--- config.mk ---
export PLATFORM = sky130hd
export DESIGN_NAME = adc_ctrl
export DESIGN_NICKNAME = d
export VERILOG_FILES = /design/src/rtl/adc_ctrl_pkg.sv /design/src/rtl/adc_trig_ctl.sv /design/src/rtl/adc_cmp_unit.sv /design/src/rtl/adc_result_reg.sv /design/src/rtl/adc_ctrl.sv
export SDC_FILE = /design/constraint.sdc
export NUM_CORES = 1
export LEC_CHECK = 0
export ABC_AREA = 1
export BUFFER_PORTS_ARGS = -buffer_cell sky130_fd_sc_hd__clkbuf_2
export CORE_UTILIZATION = 60
export DETAILED_ROUTE_END_ITERATION = 10
export HOLD_SLACK_MARGIN = 0.08
export PLACE_DENSITY = 0.84
export SLEW_MARGIN = 20
export SYNTH_ARGS = -nofsm -noshare
export SYNTH_HDL_FRONTEND = slang
export SYNTH_SLANG_ARGS = --single-unit
--- constraint.sdc ---
create_clock -name clk -period 7.5 [get_ports clk]
set_input_delay 0.75 -clock clk [delete_from_list [all_inputs] [get_ports clk]]
set_output_delay 0.75 -clock clk [all_outputs]
set_load 0.005 [all_outputs]
--- src/rtl/adc_ctrl_pkg.sv ---
// Shared types and constants for the ADC control block.
// Assumes a 3-bit register address space and the fixed 12/10/8-bit
// resolution ladder (the lower modes drop 2 or 4 LSBs of the raw code).
package adc_ctrl_pkg;

    typedef enum logic [1:0] {
        RES_8   = 2'd0,
        RES_10  = 2'd1,
        RES_12  = 2'd2,
        RES_12B = 2'd3
    } res_mode_e;

    localparam int unsigned A_CTL1   = 0;
    localparam int unsigned A_CTL2   = 1;
    localparam int unsigned A_RES_HI = 2;
    localparam int unsigned A_RES_LO = 3;
    localparam int unsigned A_CMP_HI = 4;
    localparam int unsigned A_CMP_LO = 5;

    localparam logic [2:0] DROP_10 = 3'd2;
    localparam logic [2:0] DROP_8  = 3'd4;

    // Number of raw LSBs discarded in a given resolution mode.
    function automatic logic [2:0] drop_bits(res_mode_e m);
        case (m)
            RES_8:   return DROP_8;
            RES_10:  return DROP_10;
            default: return 3'd0;
        endcase
    endfunction

endpackage

--- src/rtl/adc_trig_ctl.sv ---
// Start/abort sequencer for the ADC control block.
// Decides when a conversion begins (software write or hardware edge),
// keeps the active flag, and flags which completions are accepted.
// Assumes the converter restarts on every start pulse and drops any
// conversion that was aborted.
module adc_trig_ctl (
    input  logic clk,
    input  logic rst_n,
    input  logic ctl1_wr,
    input  logic trig_hw,
    input  logic hw_trig,
    input  logic conv_done,
    output logic active,
    output logic conv_start,
    output logic conv_abort,
    output logic done_ok
);
    logic hw_q;
    logic hw_rise;
    logic sw_go;
    logic hw_go;
    logic kill;

    // Decode start, kill and accepted completion for this cycle.
    always_comb begin
        hw_rise = hw_trig && !hw_q;
        sw_go   = ctl1_wr && !trig_hw;
        hw_go   = trig_hw && hw_rise && !active;
        kill    = ctl1_wr && active;
        done_ok = conv_done && active && !ctl1_wr;
    end

    // Register the trigger history, the active flag and the converter strobes.
    always_ff @(posedge clk) begin
        if (!rst_n) begin
            hw_q       <= 1'b0;
            active     <= 1'b0;
            conv_start <= 1'b0;
            conv_abort <= 1'b0;
        end else begin
            hw_q       <= hw_trig;
            conv_start <= sw_go || hw_go;
            conv_abort <= kill;
            if (sw_go || hw_go)
                active <= 1'b1;
            else if (kill || done_ok)
                active <= 1'b0;
        end
    end
endmodule

--- src/rtl/adc_cmp_unit.sv ---
// Result shaping for the ADC control block.
// Aligns the raw code to the active resolution and runs the optional
// threshold compare. Produces the value to store and a keep flag.
// Purely combinational; assumes the raw code is right-justified in CODE_W.
module adc_cmp_unit
    import adc_ctrl_pkg::*;
#(
    parameter int CODE_W = 12
) (
    input  res_mode_e          mode,
    input  logic [CODE_W-1:0]  raw,
    input  logic [CODE_W-1:0]  cmp_val,
    input  logic               cmp_en,
    input  logic               cmp_ge,
    output logic               keep,
    output logic [CODE_W-1:0]  value
);
    logic [2:0]        drop;
    logic [CODE_W-1:0] mask;
    logic [CODE_W-1:0] aligned;
    logic [CODE_W-1:0] ref_v;
    logic [CODE_W-1:0] diff;
    logic              hit;

    // Align the code, test the threshold and form the stored value.
    always_comb begin
        drop    = drop_bits(mode);
        mask    = {CODE_W{1'b1}} >> drop;
        aligned = raw >> drop;
        ref_v   = cmp_val & mask;
        hit     = cmp_ge ? (aligned >= ref_v) : (aligned < ref_v);
        diff    = (aligned + (~ref_v) + CODE_W'(1)) & mask;
        keep    = !cmp_en || hit;
        value   = cmp_en ? diff : aligned;
    end
endmodule

--- src/rtl/adc_result_reg.sv ---
// Result holding register with a high/low read interlock.
// In 10/12-bit modes a high-byte read freezes the value until the low
// byte is read; in 8-bit mode the interlock is bypassed.
// Assumes high and low reads never fall in the same cycle (one address).
module adc_result_reg
    import adc_ctrl_pkg::*;
#(
    parameter int CODE_W = 12
) (
    input  logic               clk,
    input  logic               rst_n,
    input  res_mode_e          mode,
    input  logic               store_req,
    input  logic               keep,
    input  logic [CODE_W-1:0]  value,
    input  logic               hi_rd,
    input  logic               lo_rd,
    output logic [CODE_W-1:0]  res_q,
    output logic               lock_q
);
    logic lock_on;
    logic blocked;

    // Work out whether a completion may be written this cycle.
    always_comb begin
        lock_on = (mode != RES_8);
        blocked = lock_on && ((lock_q && !lo_rd) || hi_rd);
    end

    // Capture accepted results and track the interlock state.
    always_ff @(posedge clk) begin
        if (!rst_n) begin
            res_q  <= '0;
            lock_q <= 1'b0;
        end else begin
            if (store_req && keep && !blocked)
                res_q <= value;
            if (lo_rd)
                lock_q <= 1'b0;
            else if (hi_rd && lock_on)
                lock_q <= 1'b1;
        end
    end
endmodule

--- src/rtl/adc_ctrl.sv ---
// Top of the ADC conversion control and result logic.
// Holds the software registers, decodes the byte bus and ties together
// the sequencer, the compare unit and the result register.
// Assumes a converter that pulses conv_done with conv_code valid.
module adc_ctrl
    import adc_ctrl_pkg::*;
#(
    parameter int ADDR_W = 3,
    parameter int DATA_W = 8,
    parameter int CODE_W = 12
) (
    input  logic              clk,
    input  logic              rst_n,
    input  logic [ADDR_W-1:0] bus_addr,
    input  logic              bus_wr,
    input  logic [DATA_W-1:0] bus_wdata,
    input  logic              bus_rd,
    output logic [DATA_W-1:0] bus_rdata,
    input  logic              hw_trig,
    output logic              conv_start,
    output logic              conv_abort,
    input  logic              conv_done,
    input  logic [CODE_W-1:0] conv_code
);
    localparam int HI_W = CODE_W - DATA_W;

    res_mode_e         mode_q;
    logic              trig_hw_q;
    logic              cmp_en_q;
    logic              cmp_ge_q;
    logic [CODE_W-1:0] cmp_q;
    logic              active;
    logic              done_ok;
    logic              keep;
    logic [CODE_W-1:0] value;
    logic [CODE_W-1:0] res_q;
    logic              lock_q;
    logic [CODE_W-1:0] res_m;
    logic              ctl1_wr;
    logic              hi_rd;
    logic              lo_rd;

    // Decode the bus strobes that have side effects.
    always_comb begin
        ctl1_wr = bus_wr && (bus_addr == ADDR_W'(A_CTL1));
        hi_rd   = bus_rd && (bus_addr == ADDR_W'(A_RES_HI));
        lo_rd   = bus_rd && (bus_addr == ADDR_W'(A_RES_LO));
    end

    // Software configuration registers.
    always_ff @(posedge clk) begin
        if (!rst_n) begin
            mode_q    <= RES_8;
            trig_hw_q <= 1'b0;
            cmp_en_q  <= 1'b0;
            cmp_ge_q  <= 1'b0;
            cmp_q     <= '0;
        end else if (bus_wr) begin
            case (bus_addr)
                ADDR_W'(A_CTL1): mode_q <= res_mode_e'(bus_wdata[1:0]);
                ADDR_W'(A_CTL2): begin
                    trig_hw_q <= bus_wdata[6];
                    cmp_en_q  <= bus_wdata[5];
                    cmp_ge_q  <= bus_wdata[4];
                end
                ADDR_W'(A_CMP_HI): cmp_q[CODE_W-1:DATA_W] <= bus_wdata[HI_W-1:0];
                ADDR_W'(A_CMP_LO): cmp_q[DATA_W-1:0]      <= bus_wdata;
                default: ;
            endcase
        end
    end

    adc_trig_ctl u_trig (
        .clk        (clk),
        .rst_n      (rst_n),
        .ctl1_wr    (ctl1_wr),
        .trig_hw    (trig_hw_q),
        .hw_trig    (hw_trig),
        .conv_done  (conv_done),
        .active     (active),
        .conv_start (conv_start),
        .conv_abort (conv_abort),
        .done_ok    (done_ok)
    );

    adc_cmp_unit #(.CODE_W(CODE_W)) u_cmp (
        .mode    (mode_q),
        .raw     (conv_code),
        .cmp_val (cmp_q),
        .cmp_en  (cmp_en_q),
        .cmp_ge  (cmp_ge_q),
        .keep    (keep),
        .value   (value)
    );

    adc_result_reg #(.CODE_W(CODE_W)) u_res (
        .clk       (clk),
        .rst_n     (rst_n),
        .mode      (mode_q),
        .store_req (done_ok),
        .keep      (keep),
        .value     (value),
        .hi_rd     (hi_rd),
        .lo_rd     (lo_rd),
        .res_q     (res_q),
        .lock_q    (lock_q)
    );

    // Read multiplexer with result bits above the active width forced low.
    always_comb begin
        res_m = res_q & ({CODE_W{1'b1}} >> drop_bits(mode_q));
        case (bus_addr)
            ADDR_W'(A_CTL1):   bus_rdata = DATA_W'(mode_q);
            ADDR_W'(A_CTL2):   bus_rdata = {active, trig_hw_q, cmp_en_q, cmp_ge_q, 4'b0000};
            ADDR_W'(A_RES_HI): bus_rdata = DATA_W'(res_m[CODE_W-1:DATA_W]);
            ADDR_W'(A_RES_LO): bus_rdata = res_m[DATA_W-1:0];
            ADDR_W'(A_CMP_HI): bus_rdata = DATA_W'(cmp_q[CODE_W-1:DATA_W]);
            ADDR_W'(A_CMP_LO): bus_rdata = cmp_q[DATA_W-1:0];
            default:           bus_rdata = '0;
        endcase
    end
endmodule

==> run metrics <==
most common cell in the netlist=nand2_1; Post-Synth XOR/XNOR Area=1.442%; Congestion Overflow GR=0; outcome=finished clean; sequential share of power=37.4%; area share of and/or/nand/nor cells after synthesis=31.15%; WHS Path Cells=2; setup TNS=0 ps; number of routed nets with antenna violations=0; hold violation total from the final report=0; Critical Path RT=7730 ps; Skew-Pair Late Insertion Delay=290 ps; die height=65.64 um; RSZ-0062 raised after global routing=no; dpl cells=443; clk buf depth=2; clock period minus worst slack=3552 ps; Initial Util=64.43%; vias in the first global route=2442; total power=512.6 uW; fraction of layout cells with a size suffix above 1=16.63%; n_diodes=0; Post-CTS Repair Setup Buffers=0; CTS tree=built; total CTS buffers=5; Setup Skew=6.358 ps; Clock Sink Count=34; hold_sp=cmp_q[8]; R2R Path Start=mode_q[1]; post-synthesis sequential area ratio=28.01%; Clock Power Share=39.9%; post-synth top area cell=dfxtp_1; final instance area=0.002774 mm^2; die area=0.004308 mm^2; NetSw=150.0 uW; Commonest cells post-synth=nand2_1, inv_1, a21oi_1; Final Max Slew Viols=0; routed len/inst=15.71 um; async set-reset flop share out of synthesis=0%; Core Area=0.003771 mm^2; syn avg cell area=6.603 um^2; Synth Net Count=409; H-tree levels=2; crit path DAT=3780 ps; Placement Cell Area=0.002636 mm^2; clk root buf=clkbuf_8; Setup CP Type=reg2reg; CTS hold repair buffers=0; Die X=65.64 um; Hold Crit Endpoint=cmp_q[8]; library cells used by synthesis=40; startpoint types=flop; dpl hpwl=5.402 mm; clock-pin transition on the worst setup and hold timing paths=80 ps; All-Layer GR Usage=35.59%; Top FF cell, synth=dfxtp_1; # Max-Cap Violations=0; CP Capture Type=flop; Leak=1.220 nW; Layout Nets=443; Syn Inst Count=368; combinational power share=22.6%; mux cell area share after synthesis=0.4119%; Pwr Density=184.8 mW/mm^2; # rows=22; synthesis warning total=0; Cell Count, Final, Fillers Out=451; Port Buffers=38; synthesized cell area=0.002430 mm^2; share of the synthesized area in the top cell type=28.01%; period utilization=47.36%; num ports=39; worst reg2reg endpoint=u_res.res_q[9]; Max FO, Critical Path=21; Worst Setup SP=mode_q[1]; Worst VDD drop=0.1600 mV; largest net degree at the start of global routing=33; max_slew headroom=41.43%; drt drc=0; Adder-Cell Fraction of Synth Area=6.488%; R2R cell count=20; worst reg-to-reg setup slack=3950 ps; DRT Pass-1 Iters=5; gpl congestion=1.020; drt via density=5.989; setup violators final=0; Synth Area in Compound Gates=22.71%; top post-synthesis cells by area=dfxtp_1, nand2_1, a21oi_1; Area Growth Syn to Fin=14.16%; Peak Freq=0.2815 GHz; first-pass GRT wire length=11.36 mm; #FFs+latches synth=34; largest family of logic cells by synthesized area=simple AND/OR/NAND/NOR gates; switching share of power=29.26%; total number of vias=2701; Hold Path Class=reg2reg; EDFF count, synth=0; antenna violations before repair=0; final WL=7.084 mm; Internal=362.6 uW; worst-margin pin slew=878.5 ps; starting DRC count in detailed routing=325; CTS-repair resized insts=0
==> metrics by stage <==
step                      hold slack, ps  util, %  setup slack [ps]
after global placement             455.6    69.61              4181
after CTS                          470.9    73.56              4022
after floorplan                    438.5        -              4672
after global routing               502.3    73.56              3610
final                              473.0    73.56              3948
after detailed placement           460.7    69.91              4033
==> worst max-delay path, cell delays in order, from the launching register on <==
cell and delay (ps):
dfxtp_1 700, nor2_4 150, inv_2 190, nor2_1 60, a221oi_1 270, ha_1 210
inv_1 70, fa_1 430, nand2_1 120, nand3_1 100, nand4_2 130, nand2_2 70
nand2_1 70, nand3_1 60, nand2_1 70, inv_2 40, nand2_2 290, nand2_1 180
nand2_1 100, nand2_1 60, nor2_1 110
==> cell families (layout without fill, tap and decap cells) <==
logic type / count (synthesis) / after routing
simple gates: 162 / 162
compound gates: 97 / 97
buf+inv: 58 / 93
flops: 34 / 34
fa+ha+maj: 12 / 12
xor+xnor: 4 / 4
mux: 1 / 1
==> layout make-up <==
class,instances,area [um^2]
multi-input combinational,276,1529
fill,321,997.2
sequential,34,680.7
timing repair buffer,38,190.2
inverter,47,176.4
clock buffer,5,68.82
clock inverter,3,68.82
tap,48,60.06
==> power groups by stage <==
stage          combinational (mW)  clock (mW)  sequential [mW]
2_1_floorplan              0.0832           0            0.193
3_3_place_gp                0.109           0            0.196
3_5_place_dp                0.113           0            0.196
4_1_cts                     0.114       0.205            0.192
5_1_grt                     0.129       0.216            0.192
6_report                    0.116       0.205            0.192
==> worst max path at each step <==
stage / end
after floorplan: u_res.res_q[11]
after global placement: u_res.res_q[10]
after detailed placement: u_res.res_q[9]
after CTS: u_res.res_q[9]
after global routing: u_res.res_q[9]
final: u_res.res_q[9]
==> cell usage in the layout (no fill, tap or decap), types with 2 or more instances in the layout <==
| master | synthesis | routed |
|---|---|---|
| o22ai_1 | 5 | 5 |
| clkbuf_2 | 0 | 38 |
| nor2_1 | 33 | 33 |
| a22oi_1 | 2 | 2 |
| dfxtp_1 | 34 | 34 |
| nand4_2 | 2 | 2 |
| inv_2 | 4 | 4 |
| o21ai_0 | 30 | 30 |
| clkbuf_8 | 0 | 5 |
| o221ai_1 | 4 | 4 |
| nand4_1 | 4 | 4 |
| nand3_2 | 3 | 3 |
| nand3_1 | 26 | 26 |
| a31oi_1 | 3 | 3 |
| ha_1 | 11 | 11 |
| bufinv_16 | 0 | 2 |
| nand2_2 | 4 | 4 |
| nand2_1 | 71 | 71 |
| nand3b_1 | 5 | 5 |
| nor3_1 | 7 | 7 |
| xor2_1 | 2 | 2 |
| xnor2_1 | 2 | 2 |
| o211ai_1 | 2 | 2 |
| inv_1 | 43 | 43 |
| a21oi_1 | 42 | 42 |
| nor2_2 | 4 | 4 |
==> layer usage <==
layer  track usage [%]  part of all wire, %
met4             10.33                  1.6
met2             59.82                   48
met3             5.903                  7.5
met1             46.25                   43
met5                 0                    0
==> sequential cells by signal, indices dropped and copies added (netlist names) <==
name	cells
u_trig.conv_start	1
u_res.lock_q	1
mode_q	2
u_trig.conv_abort	1
u_res.res_q	12
cmp_ge_q	1
trig_hw_q	1
u_trig.hw_q	1
cmp_q	12
u_trig.active	1
cmp_en_q	1
No activity file was read; power rests on OpenSTA's default activity.
